<file path="src/rtl/cmo_seq_pkg.sv">
package cmo_seq_pkg;

    typedef enum logic [2:0] {
        SEL_NONE     = 3'd0,
        SEL_IC_INV   = 3'd1,
        SEL_DC_INV   = 3'd2,
        SEL_DC_FLUSH = 3'd3,
        SEL_IC_TAG   = 3'd4,
        SEL_DC_TAG   = 3'd5
    } wsel_e;

    typedef enum logic [2:0] {
        ST_IDLE,
        ST_TAG_ONCE,
        ST_LINE_TAG,
        ST_LINE_CMD,
        ST_DONE
    } state_e;

    localparam logic [2:0] OP_IC_INV = 3'd4;
    localparam int         PACK_W    = 5;

endpackage

</file>
<file path="src/rtl/cmo_range_calc.sv">
module cmo_range_calc
    import cmo_seq_pkg::*;
#(
    parameter int ADDR_W     = 32,
    parameter int LEN_W      = 32,
    parameter int LINE_BYTES = 32,
    parameter int PAGE_BYTES = 8192,
    parameter int CNT_W      = LEN_W + 2 - $clog2(LINE_BYTES)
) (
    input  logic [ADDR_W-1:0] paddr,
    input  logic [ADDR_W-1:0] vaddr,
    input  logic [LEN_W-1:0]  size,
    input  logic [2:0]        op,
    output logic [ADDR_W-1:0] start_p,
    output logic [ADDR_W-1:0] start_v,
    output logic [ADDR_W-1:0] pack_bits,
    output logic [CNT_W-1:0]  nlines,
    output logic              full_page,
    output logic              zero_len,
    output wsel_e             cmd_sel,
    output wsel_e             tag_sel
);
    localparam int LINE_SH = $clog2(LINE_BYTES);
    localparam int PAGE_SH = $clog2(PAGE_BYTES);
    localparam int SUM_W   = LEN_W + 2;
    localparam logic [ADDR_W-1:0] LINE_MASK = ~ADDR_W'(LINE_BYTES - 1);

    logic [SUM_W-1:0] adj_size;
    logic [SUM_W-1:0] rounded;

    always_comb begin
        full_page = (size == LEN_W'(PAGE_BYTES));
        zero_len  = (size == '0);

        // Partial ranges are widened to whole lines; a full page is taken as-is.
        if (full_page) begin
            adj_size = SUM_W'(size);
            start_p  = paddr;
            start_v  = vaddr;
        end else begin
            adj_size = SUM_W'(size) + SUM_W'(paddr[LINE_SH-1:0]);
            start_p  = paddr & LINE_MASK;
            start_v  = vaddr & LINE_MASK;
        end

        rounded   = adj_size + SUM_W'(LINE_BYTES - 1);
        nlines    = rounded[SUM_W-1:LINE_SH];
        pack_bits = ADDR_W'(vaddr[PAGE_SH+PACK_W-1:PAGE_SH]);

        if (op == OP_IC_INV) begin
            cmd_sel = SEL_IC_INV;
            tag_sel = SEL_IC_TAG;
        end else begin
            cmd_sel = op[0] ? SEL_DC_INV : SEL_DC_FLUSH;
            tag_sel = SEL_DC_TAG;
        end
    end

    // a non-empty range always spans at least one line
    always_comb begin
        if (!zero_len) begin
            a_r3_nonzero_lines: assert (nlines != '0);
        end
    end

endmodule

</file>
<file path="src/rtl/cmo_seq_fsm.sv">
module cmo_seq_fsm
    import cmo_seq_pkg::*;
#(
    parameter int ADDR_W     = 32,
    parameter int LINE_BYTES = 32,
    parameter int CNT_W      = 31
) (
    input  logic              clk,
    input  logic              rst_n,
    input  logic              req_valid,
    output logic              req_ready,
    input  logic              req_tagmode,
    input  logic [ADDR_W-1:0] start_p,
    input  logic [ADDR_W-1:0] start_v,
    input  logic [ADDR_W-1:0] pack_bits,
    input  logic [CNT_W-1:0]  nlines,
    input  logic              full_page,
    input  logic              zero_len,
    input  wsel_e             cmd_sel,
    input  wsel_e             tag_sel,
    output logic              wr_strobe,
    output logic [2:0]        wr_sel,
    output logic [ADDR_W-1:0] wr_data,
    output logic              done
);
    localparam logic [ADDR_W-1:0] STEP = ADDR_W'(LINE_BYTES);

    state_e            state_q, state_d;
    logic [ADDR_W-1:0] p_q, v_q, pack_q;
    logic [CNT_W-1:0]  left_q;
    logic              tagm_q, full_q;
    wsel_e             cmd_q, tag_q;
    logic              accept;
    logic              last_line;

    assign accept    = req_valid && (state_q == ST_IDLE);
    assign last_line = (left_q == CNT_W'(1));

    // Next-state selection
    always_comb begin
        state_d = state_q;
        unique case (state_q)
            ST_IDLE: begin
                if (req_valid) begin
                    if (zero_len)                     state_d = ST_DONE;
                    else if (req_tagmode && full_page) state_d = ST_TAG_ONCE;
                    else if (req_tagmode)             state_d = ST_LINE_TAG;
                    else                              state_d = ST_LINE_CMD;
                end
            end
            ST_TAG_ONCE: state_d = ST_LINE_CMD;
            ST_LINE_TAG: state_d = ST_LINE_CMD;
            ST_LINE_CMD: begin
                if (last_line)                state_d = ST_DONE;
                else if (tagm_q && !full_q)   state_d = ST_LINE_TAG;
                else                          state_d = ST_LINE_CMD;
            end
            ST_DONE: state_d = ST_IDLE;
            default: state_d = ST_IDLE;
        endcase
    end

    // State register
    always_ff @(posedge clk) begin
        if (!rst_n) state_q <= ST_IDLE;
        else        state_q <= state_d;
    end

    // Request context and walking addresses
    always_ff @(posedge clk) begin
        if (!rst_n) begin
            p_q    <= '0;
            v_q    <= '0;
            pack_q <= '0;
            left_q <= '0;
            tagm_q <= 1'b0;
            full_q <= 1'b0;
            cmd_q  <= SEL_NONE;
            tag_q  <= SEL_NONE;
        end else if (accept) begin
            p_q    <= start_p;
            v_q    <= start_v;
            pack_q <= pack_bits;
            left_q <= nlines;
            tagm_q <= req_tagmode;
            full_q <= full_page;
            cmd_q  <= cmd_sel;
            tag_q  <= tag_sel;
        end else if (state_q == ST_LINE_TAG) begin
            p_q <= p_q + STEP;
        end else if (state_q == ST_LINE_CMD) begin
            v_q    <= v_q + STEP;
            left_q <= left_q - CNT_W'(1);
            if (!tagm_q) p_q <= p_q + STEP;
        end
    end

    // Outputs
    always_comb begin
        req_ready = 1'b0;
        wr_strobe = 1'b0;
        wr_sel    = SEL_NONE;
        wr_data   = '0;
        done      = 1'b0;
        unique case (state_q)
            ST_IDLE: req_ready = 1'b1;
            ST_TAG_ONCE, ST_LINE_TAG: begin
                wr_strobe = 1'b1;
                wr_sel    = tag_q;
                wr_data   = p_q;
            end
            ST_LINE_CMD: begin
                wr_strobe = 1'b1;
                wr_sel    = cmd_q;
                wr_data   = tagm_q ? v_q : (p_q | pack_q);
            end
            ST_DONE: done = 1'b1;
            default: ;
        endcase
    end

    // no write while the engine would take a new request
    a_r9_no_write_when_ready: assert property (@(posedge clk) disable iff (!rst_n)
        wr_strobe |-> !req_ready);

    // done is a single pulse followed by idle
    a_r9_done_pulse: assert property (@(posedge clk) disable iff (!rst_n)
        done |=> (!done && req_ready));

    // every tag write is followed at once by a command write
    a_r6_tag_then_cmd: assert property (@(posedge clk) disable iff (!rst_n)
        (wr_strobe && (wr_sel == SEL_IC_TAG || wr_sel == SEL_DC_TAG))
        |=> (wr_strobe && wr_sel != SEL_IC_TAG && wr_sel != SEL_DC_TAG));

    // a full-page tag-mode walk never returns to per-line tags
    a_r7_single_tag: assert property (@(posedge clk) disable iff (!rst_n)
        (state_q == ST_LINE_CMD && tagm_q && full_q) |=> (state_q != ST_LINE_TAG));

    // back-to-back packed commands advance by one line
    a_r5_packed_step: assert property (@(posedge clk) disable iff (!rst_n)
        (state_q == ST_LINE_CMD && !tagm_q && !last_line)
        |=> (wr_data == $past(wr_data) + STEP));

    // a zero-size request finishes without writes
    a_r8_zero_done: assert property (@(posedge clk) disable iff (!rst_n)
        (accept && zero_len) |=> (done && !wr_strobe));

    // the line counter drops by one per command
    a_r3_count_down: assert property (@(posedge clk) disable iff (!rst_n)
        (state_q == ST_LINE_CMD && !last_line) |=> (left_q == $past(left_q) - CNT_W'(1)));

endmodule

</file>
<file path="src/rtl/cmo_line_sequencer.sv">
module cmo_line_sequencer
    import cmo_seq_pkg::*;
#(
    parameter int ADDR_W     = 32,
    parameter int LEN_W      = 32,
    parameter int LINE_BYTES = 32,
    parameter int PAGE_BYTES = 8192
) (
    input  logic              clk,
    input  logic              rst_n,
    input  logic              req_valid,
    output logic              req_ready,
    input  logic [ADDR_W-1:0] req_paddr,
    input  logic [ADDR_W-1:0] req_vaddr,
    input  logic [LEN_W-1:0]  req_size,
    input  logic [2:0]        req_op,
    input  logic              req_tagmode,
    output logic              wr_strobe,
    output logic [2:0]        wr_sel,
    output logic [ADDR_W-1:0] wr_data,
    output logic              done
);
    localparam int LINE_SH = $clog2(LINE_BYTES);
    localparam int CNT_W   = LEN_W + 2 - LINE_SH;

    logic [ADDR_W-1:0] start_p, start_v, pack_bits;
    logic [CNT_W-1:0]  nlines;
    logic              full_page, zero_len;
    wsel_e             cmd_sel, tag_sel;

    cmo_range_calc #(
        .ADDR_W     (ADDR_W),
        .LEN_W      (LEN_W),
        .LINE_BYTES (LINE_BYTES),
        .PAGE_BYTES (PAGE_BYTES),
        .CNT_W      (CNT_W)
    ) u_calc (
        .paddr     (req_paddr),
        .vaddr     (req_vaddr),
        .size      (req_size),
        .op        (req_op),
        .start_p   (start_p),
        .start_v   (start_v),
        .pack_bits (pack_bits),
        .nlines    (nlines),
        .full_page (full_page),
        .zero_len  (zero_len),
        .cmd_sel   (cmd_sel),
        .tag_sel   (tag_sel)
    );

    cmo_seq_fsm #(
        .ADDR_W     (ADDR_W),
        .LINE_BYTES (LINE_BYTES),
        .CNT_W      (CNT_W)
    ) u_fsm (
        .clk         (clk),
        .rst_n       (rst_n),
        .req_valid   (req_valid),
        .req_ready   (req_ready),
        .req_tagmode (req_tagmode),
        .start_p     (start_p),
        .start_v     (start_v),
        .pack_bits   (pack_bits),
        .nlines      (nlines),
        .full_page   (full_page),
        .zero_len    (zero_len),
        .cmd_sel     (cmd_sel),
        .tag_sel     (tag_sel),
        .wr_strobe   (wr_strobe),
        .wr_sel      (wr_sel),
        .wr_data     (wr_data),
        .done        (done)
    );

endmodule

</file>
<file path="config.mk">
export PLATFORM = sky130hd
export DESIGN_NAME = cmo_line_sequencer
export DESIGN_NICKNAME = d
export VERILOG_FILES = /design/src/rtl/cmo_seq_pkg.sv /design/src/rtl/cmo_range_calc.sv /design/src/rtl/cmo_seq_fsm.sv /design/src/rtl/cmo_line_sequencer.sv
export SDC_FILE = /design/constraint.sdc
export NUM_CORES = 1
export LEC_CHECK = 0
export BUFFER_PORTS_ARGS = -buffer_cell sky130_fd_sc_hd__buf_2
export CORE_UTILIZATION = 50
export DETAILED_ROUTE_END_ITERATION = 8
export GPL_TIMING_DRIVEN = 1
export PLACE_DENSITY = 0.78
export SLEW_MARGIN = 20
export SYNTH_ARGS = -nofsm -noshare
export SYNTH_HDL_FRONTEND = slang
export SYNTH_HIERARCHICAL = 1
export SYNTH_SLANG_ARGS = --single-unit
</file>
<file path="constraint.sdc">
create_clock -name clk -period 3.5 [get_ports clk]
set_input_delay 0.35 -clock clk [delete_from_list [all_inputs] [get_ports clk]]
set_output_delay 0.35 -clock clk [all_outputs]
set_load 0.05 [all_outputs]
</file>
## Yosys cells after proc, flatten, opt, wreduce, memory -nomap -nowiden

Index checks and enable logic that the tools add are counted.

- Register bits after elaboration: 109
- Word-level logic and storage cells: 66

- Add/subtract/negate cells: 5
- Equality and inequality tests: 10
- Multiplexer cells: 29
- Bitwise logic cells: 1
- Reductions and logical operators: 12

Operators by type and width:

| cell | number |
|---|---|
| 32-bit two-way mux | 8 |
| 29-bit two-way mux | 3 |
| 32-bit by 6-bit adder with 32-bit output (second input constant) | 2 |
| 32-bit one-hot mux with 2 select lines | 1 |
| 34-bit by 5-bit adder with 34-bit output (second input constant) | 1 |
| 34-bit two-way mux | 1 |
| 32-bit by 5-bit adder with 33-bit output | 1 |
| 32-bit by 14-bit == test with 1-bit output (second input constant) | 1 |
| 32-bit logical NOT | 1 |
| 32-bit by 5-bit bitwise OR with 32-bit output | 1 |
| 29-bit by 1-bit == test with 1-bit output (second input constant) | 1 |
| 29-bit by 1-bit subtractor with 29-bit output (second input constant) | 1 |
| 3-bit two-way mux | 5 |
| 5-bit two-way mux | 2 |
| 3-bit one-hot mux with 3 select lines | 1 |
| 1-bit two-way mux | 7 |
| 3-bit by 2-bit == test with 1-bit output (second input constant) | 2 |
| 3-bit == test (second input constant) | 2 |
| 3-bit one-hot mux with 2 select lines | 1 |
| 2-bit AND reduction | 2 |
| 3-bit by 1-bit == test with 1-bit output (second input constant) | 1 |
| 1-bit logical AND | 3 |
| 3-bit logical NOT | 1 |
| 3-bit inequality test (second input constant) | 1 |
| other kinds (7) | 7 |

## Depth between registers and ports, before layout

- Depth in word-level cells: 6
- Mapped depth: 15
- Gate-level depth less buffers: 14

## Cells and area by module

Netlist, hierarchy kept.

Modules (own cells, without submodules):

| module | instances | cells an instance | area an instance (um2) | seq. area each (um2) |
|---|---|---|---|---|
| cmo_seq_fsm | 1 | 1007 | 7299.5 | 2722.6 |
| cmo_range_calc | 1 | 373 | 2628.8 | 0.0 |

## Least setup slack after synthesis

No wires, ideal clock.

- Kind: input port to flip-flop
- Start point: input req_paddr[0]
- End point: register u_fsm.left_q[25]
- Arrival time: 3.512 ns
- Data required time: 3.368 ns
- Slack: -0.145 ns
- Cell stages on the path: 13
- Cell sequence: ha_1 > inv_1 > fa_1 > and2b_4 > o2111ai_4 > a2111oi_4 > nand4b_1 > and3_2 > or4_4 > o41ai_2 > o21ba_1 > o21ai_0 > a21oi_1

- Cells in the longest elaborated chain, start to end: 4

RTL lines:

| element | line | source |
|---|---|---|
| start: declaration | cmo_line_sequencer.sv:13 | `input logic [ADDR_W-1:0] req_paddr,` |
| 32-bit by 5-bit adder with 33-bit output | cmo_range_calc.sv:41 | `adj_size = SUM_W'(size) + SUM_W'(paddr[LINE_SH-1:0]);` |
| 34-bit two-way mux | cmo_range_calc.sv:36 | `if (full_page) begin` |
| 34-bit by 5-bit adder with 34-bit output | cmo_range_calc.sv:46 | `rounded = adj_size + SUM_W'(LINE_BYTES - 1);` |
| net nlines[25] | cmo_line_sequencer.sv:27 | `logic [CNT_W-1:0] nlines;` |
| 29-bit two-way mux | cmo_seq_fsm.sv:80 | `end else if (accept) begin` |
| end signal: assignment | cmo_seq_fsm.sv:84 | `left_q <= nlines;` |
| end signal: assignment | cmo_seq_fsm.sv:93 | `left_q <= left_q - CNT_W'(1);` |
| end: declaration | cmo_seq_fsm.sv:30 | `logic [CNT_W-1:0] left_q;` |

The timed path passes the listed nets, and every way through them passes these cells.
A chain may end at the register's enable or synchronous reset.

## Worst setup path after layout

Ends and elaborated chain as after synthesis.

==> reports/qor.csv <==
metric,value,unit
fin crit period,3240,ps
"Async S/R FF share, synth",0,
number of core rows,51,
Total Wirelength,28000,um
Post-Synth Adder-Cell Area,0.0134,
latest clock arrival within the worst-skew pair,420,ps
Logic pwr share,0.228,
synth top area cells,"dfxtp_1, nand2_1, a21oi_1",
Sequential cell area,0.00272,sq mm
CTS Buf Count,17,
largest family of logic cells by synthesized area,simple AND/OR/NAND/NOR gates,
Post-CTS Setup Bufs,0,
1st-iter DRT viols,779,
largest net degree at the start of global routing,95,
antenna violations before repair,1,
Post-Synthesis Cells,1380,
period utilization,0.927,
Critical Path AT,3600,ps
leakage power,4.15,nW
Final Hold Fails,0,
worst hold path type,input pin to register,
number of vias per cell,5.81,
Post-synth EDFFs,0,
CP required,3860,ps
share of layout cells above drive strength 1,0.182,
GRT Resource Usage Total,0.275,
post-synth top area share,0.274,
global-route wire length before repair,44500,um
Post-DRT Antenna Nets,0,
hpwl dp,20200,um
hold_buf cts,0,
Switching Fraction,0.339,
"area leader, netlist",dfxtp_1,
RD Place Congestion,0.947,
CTS resizes,0,
Mapped Avg Cell Area,7.19,sq um
clk sink count,136,
DP Cell Count,1677,
Most used DFF post-synth,dfxtp_1,
H-tree depth,4,
Layout Cells excl Fill,1710,
clock-pin transition on the worst setup and hold timing paths,60,ps
CP Capture Type,register,
Clock Power Share,0.384,
Die Wd,143,um
fill count,1880,
worst relative slew slack,0.328,
Die Y-Extent,143,um
mux cell area share after synthesis,0.00403,
WL per Instance,16.4,um
via count,9927,
Pint,3.12,mW
Max Slew Vio Count,0,
Final setup viols,0,
total gr overflow,0,
Crit Path Category,input pin to register,
Syn Std Cell Area,0.00993,sq mm
DRC viols,0,
pwr dens,429,mW/mm^2
area grow syn2layout,10.5,%
P_sw,1.59,mW
unrepaired setup endpoints after global routing,false,
"Seq/Total Area, Yosys",0.274,
YS warnings,6,
multi-input logic area,0.00619,sq mm
root buf cell,clkbuf_16,
CTS tree,built,
worst vdd ir,0.398,mV
"commonest non-fill, non-tap cell in the layout",nand2_1,
Compound-Gate Fraction of Synth Area,0.217,
Tot Pwr,4.71,mW
Synth Area in Simple Gates,0.296,
Top Ports,141,
Port Buffers,140,
die area,0.0204,sq mm
TNS Setup,0,ps
xor/xnor share of the synthesized area,0.0785,
Layout Skew,8.13,ps
vias in the first global route,8924,
sequential share of power,0.388,
initial core utilization,0.510,
Fmax,308,MHz
outcome,"finished, final reports clean",
Layout Nets,1544,
most frequent cells in the layout,"nand2_1, a21oi_1, buf_2",
Crit Path Max Fanout,4,
"FF+latch count, synth",136,
worst slew pin tran,1010,ps
first drt pass iteration count,5,
synth unique cells,90,
max-cap violations,0,
CP Launch Type,input pin,
Placeable Area,0.0195,sq mm
clk buf depth,2,
==> per-layer routing <==
metal	wire length (um)	track usage
met5	0	0
met4	779	0.113
met3	1860	0.0503
met2	13300	0.463
met1	12100	0.344
==> cells in the mapped netlist, drive strengths merged (5+ instances only) <==
| library cell | count |
|---|---|
| a211oi | 18 |
| a21oi | 148 |
| a22o | 13 |
| a31oi | 7 |
| and2 | 18 |
| and3 | 28 |
| buf | 106 |
| clkbuf | 76 |
| dfxtp | 136 |
| ha | 9 |
| inv | 19 |
| nand2 | 197 |
| nand3 | 48 |
| nand4 | 34 |
| nor2 | 131 |
| nor2b | 7 |
| nor3 | 43 |
| nor4 | 31 |
| o211ai | 11 |
| o21ai | 96 |
| o22ai | 5 |
| o311ai | 6 |
| o31a | 5 |
| or3 | 13 |
| or4 | 10 |
| xnor2 | 57 |
| xor2 | 32 |
==> registers in the layout, indices dropped and copies added, names as in the netlist <==
signal         cells
u_fsm/tag_q        3
u_fsm/pack_q      32
u_fsm/state_q      3
u_fsm/v_q         32
u_fsm/tagm_q       1
u_fsm/left_q      29
u_fsm/cmd_q        3
u_fsm/full_q       1
u_fsm/p_q         32
==> through the flow <==
step / hold slack, ps / area, sq um / setup slack [ps] / util
final: 151 / 11000 / 257 / 0.564
after CTS: 136 / 11000 / 258 / 0.564
after global routing: 180 / 11000 / 62.3 / 0.564
after floorplan: 431 / 10000 / 36.5 / -
after detailed placement: 446 / 10400 / -171 / 0.533
after global placement: 438 / 10400 / -75.9 / 0.533
==> layout make-up <==
type | count | area share
sequential | 136 | 0.248
timing repair buffer | 185 | 0.0969
clock inverter | 15 | 0.0153
inverter | 19 | 0.00650
multi-input combinational | 1072 | 0.564
antenna | 1 | 0.000228
tap | 265 | 0.0302
clock buffer | 17 | 0.0388
==> worst paths after layout <==
path | start | to | slack (ps) | cells past startpoint
hold reg to reg | u_fsm/pack_q[5] | u_fsm/pack_q[5] | 450 | 2
setup reg to reg | u_fsm/state_q[0] | u_fsm/v_q[23] | 1090 | 4
setup / recovery | req_paddr[0] | u_fsm/left_q[25] | 260 | 14
hold / removal | req_vaddr[23] | u_fsm/v_q[23] | 150 | 3
==> logic make-up (layout without fill, tap and decap cells) <==
kind of cell,Yosys count,count (layout)
AO/OA/AOI/OAI,350,350
XOR/XNOR,89,89
flip-flops,136,136
other,2,32
adder cells (fa/ha/maj),10,10
multiplexers,4,4
buffers and inverters,201,236
AND/OR/NAND/NOR,588,588
==> critical path, cell delays in order <==
cell,delay (ps)
buf_2,100
ha_2,170
inv_1,60
fa_2,360
and2b_4,300
o2111ai_4,150
a211oi_1,310
o2bb2a_1,220
or4b_4,470
or3_1,400
nor4_1,330
o21ba_1,180
o21ai_0,70
a21oi_1,140
==> power groups by stage <==
stage	clock network [mW]	logic [mW]	registers [mW]
after floorplan	0	0.857	1.79
after global placement	0	1.04	1.85
after detailed placement	0	1.05	1.85
after CTS	1.82	1.06	1.82
after global routing	1.90	1.18	1.84
final	1.81	1.08	1.83
(Power assumes the default switching activity.)
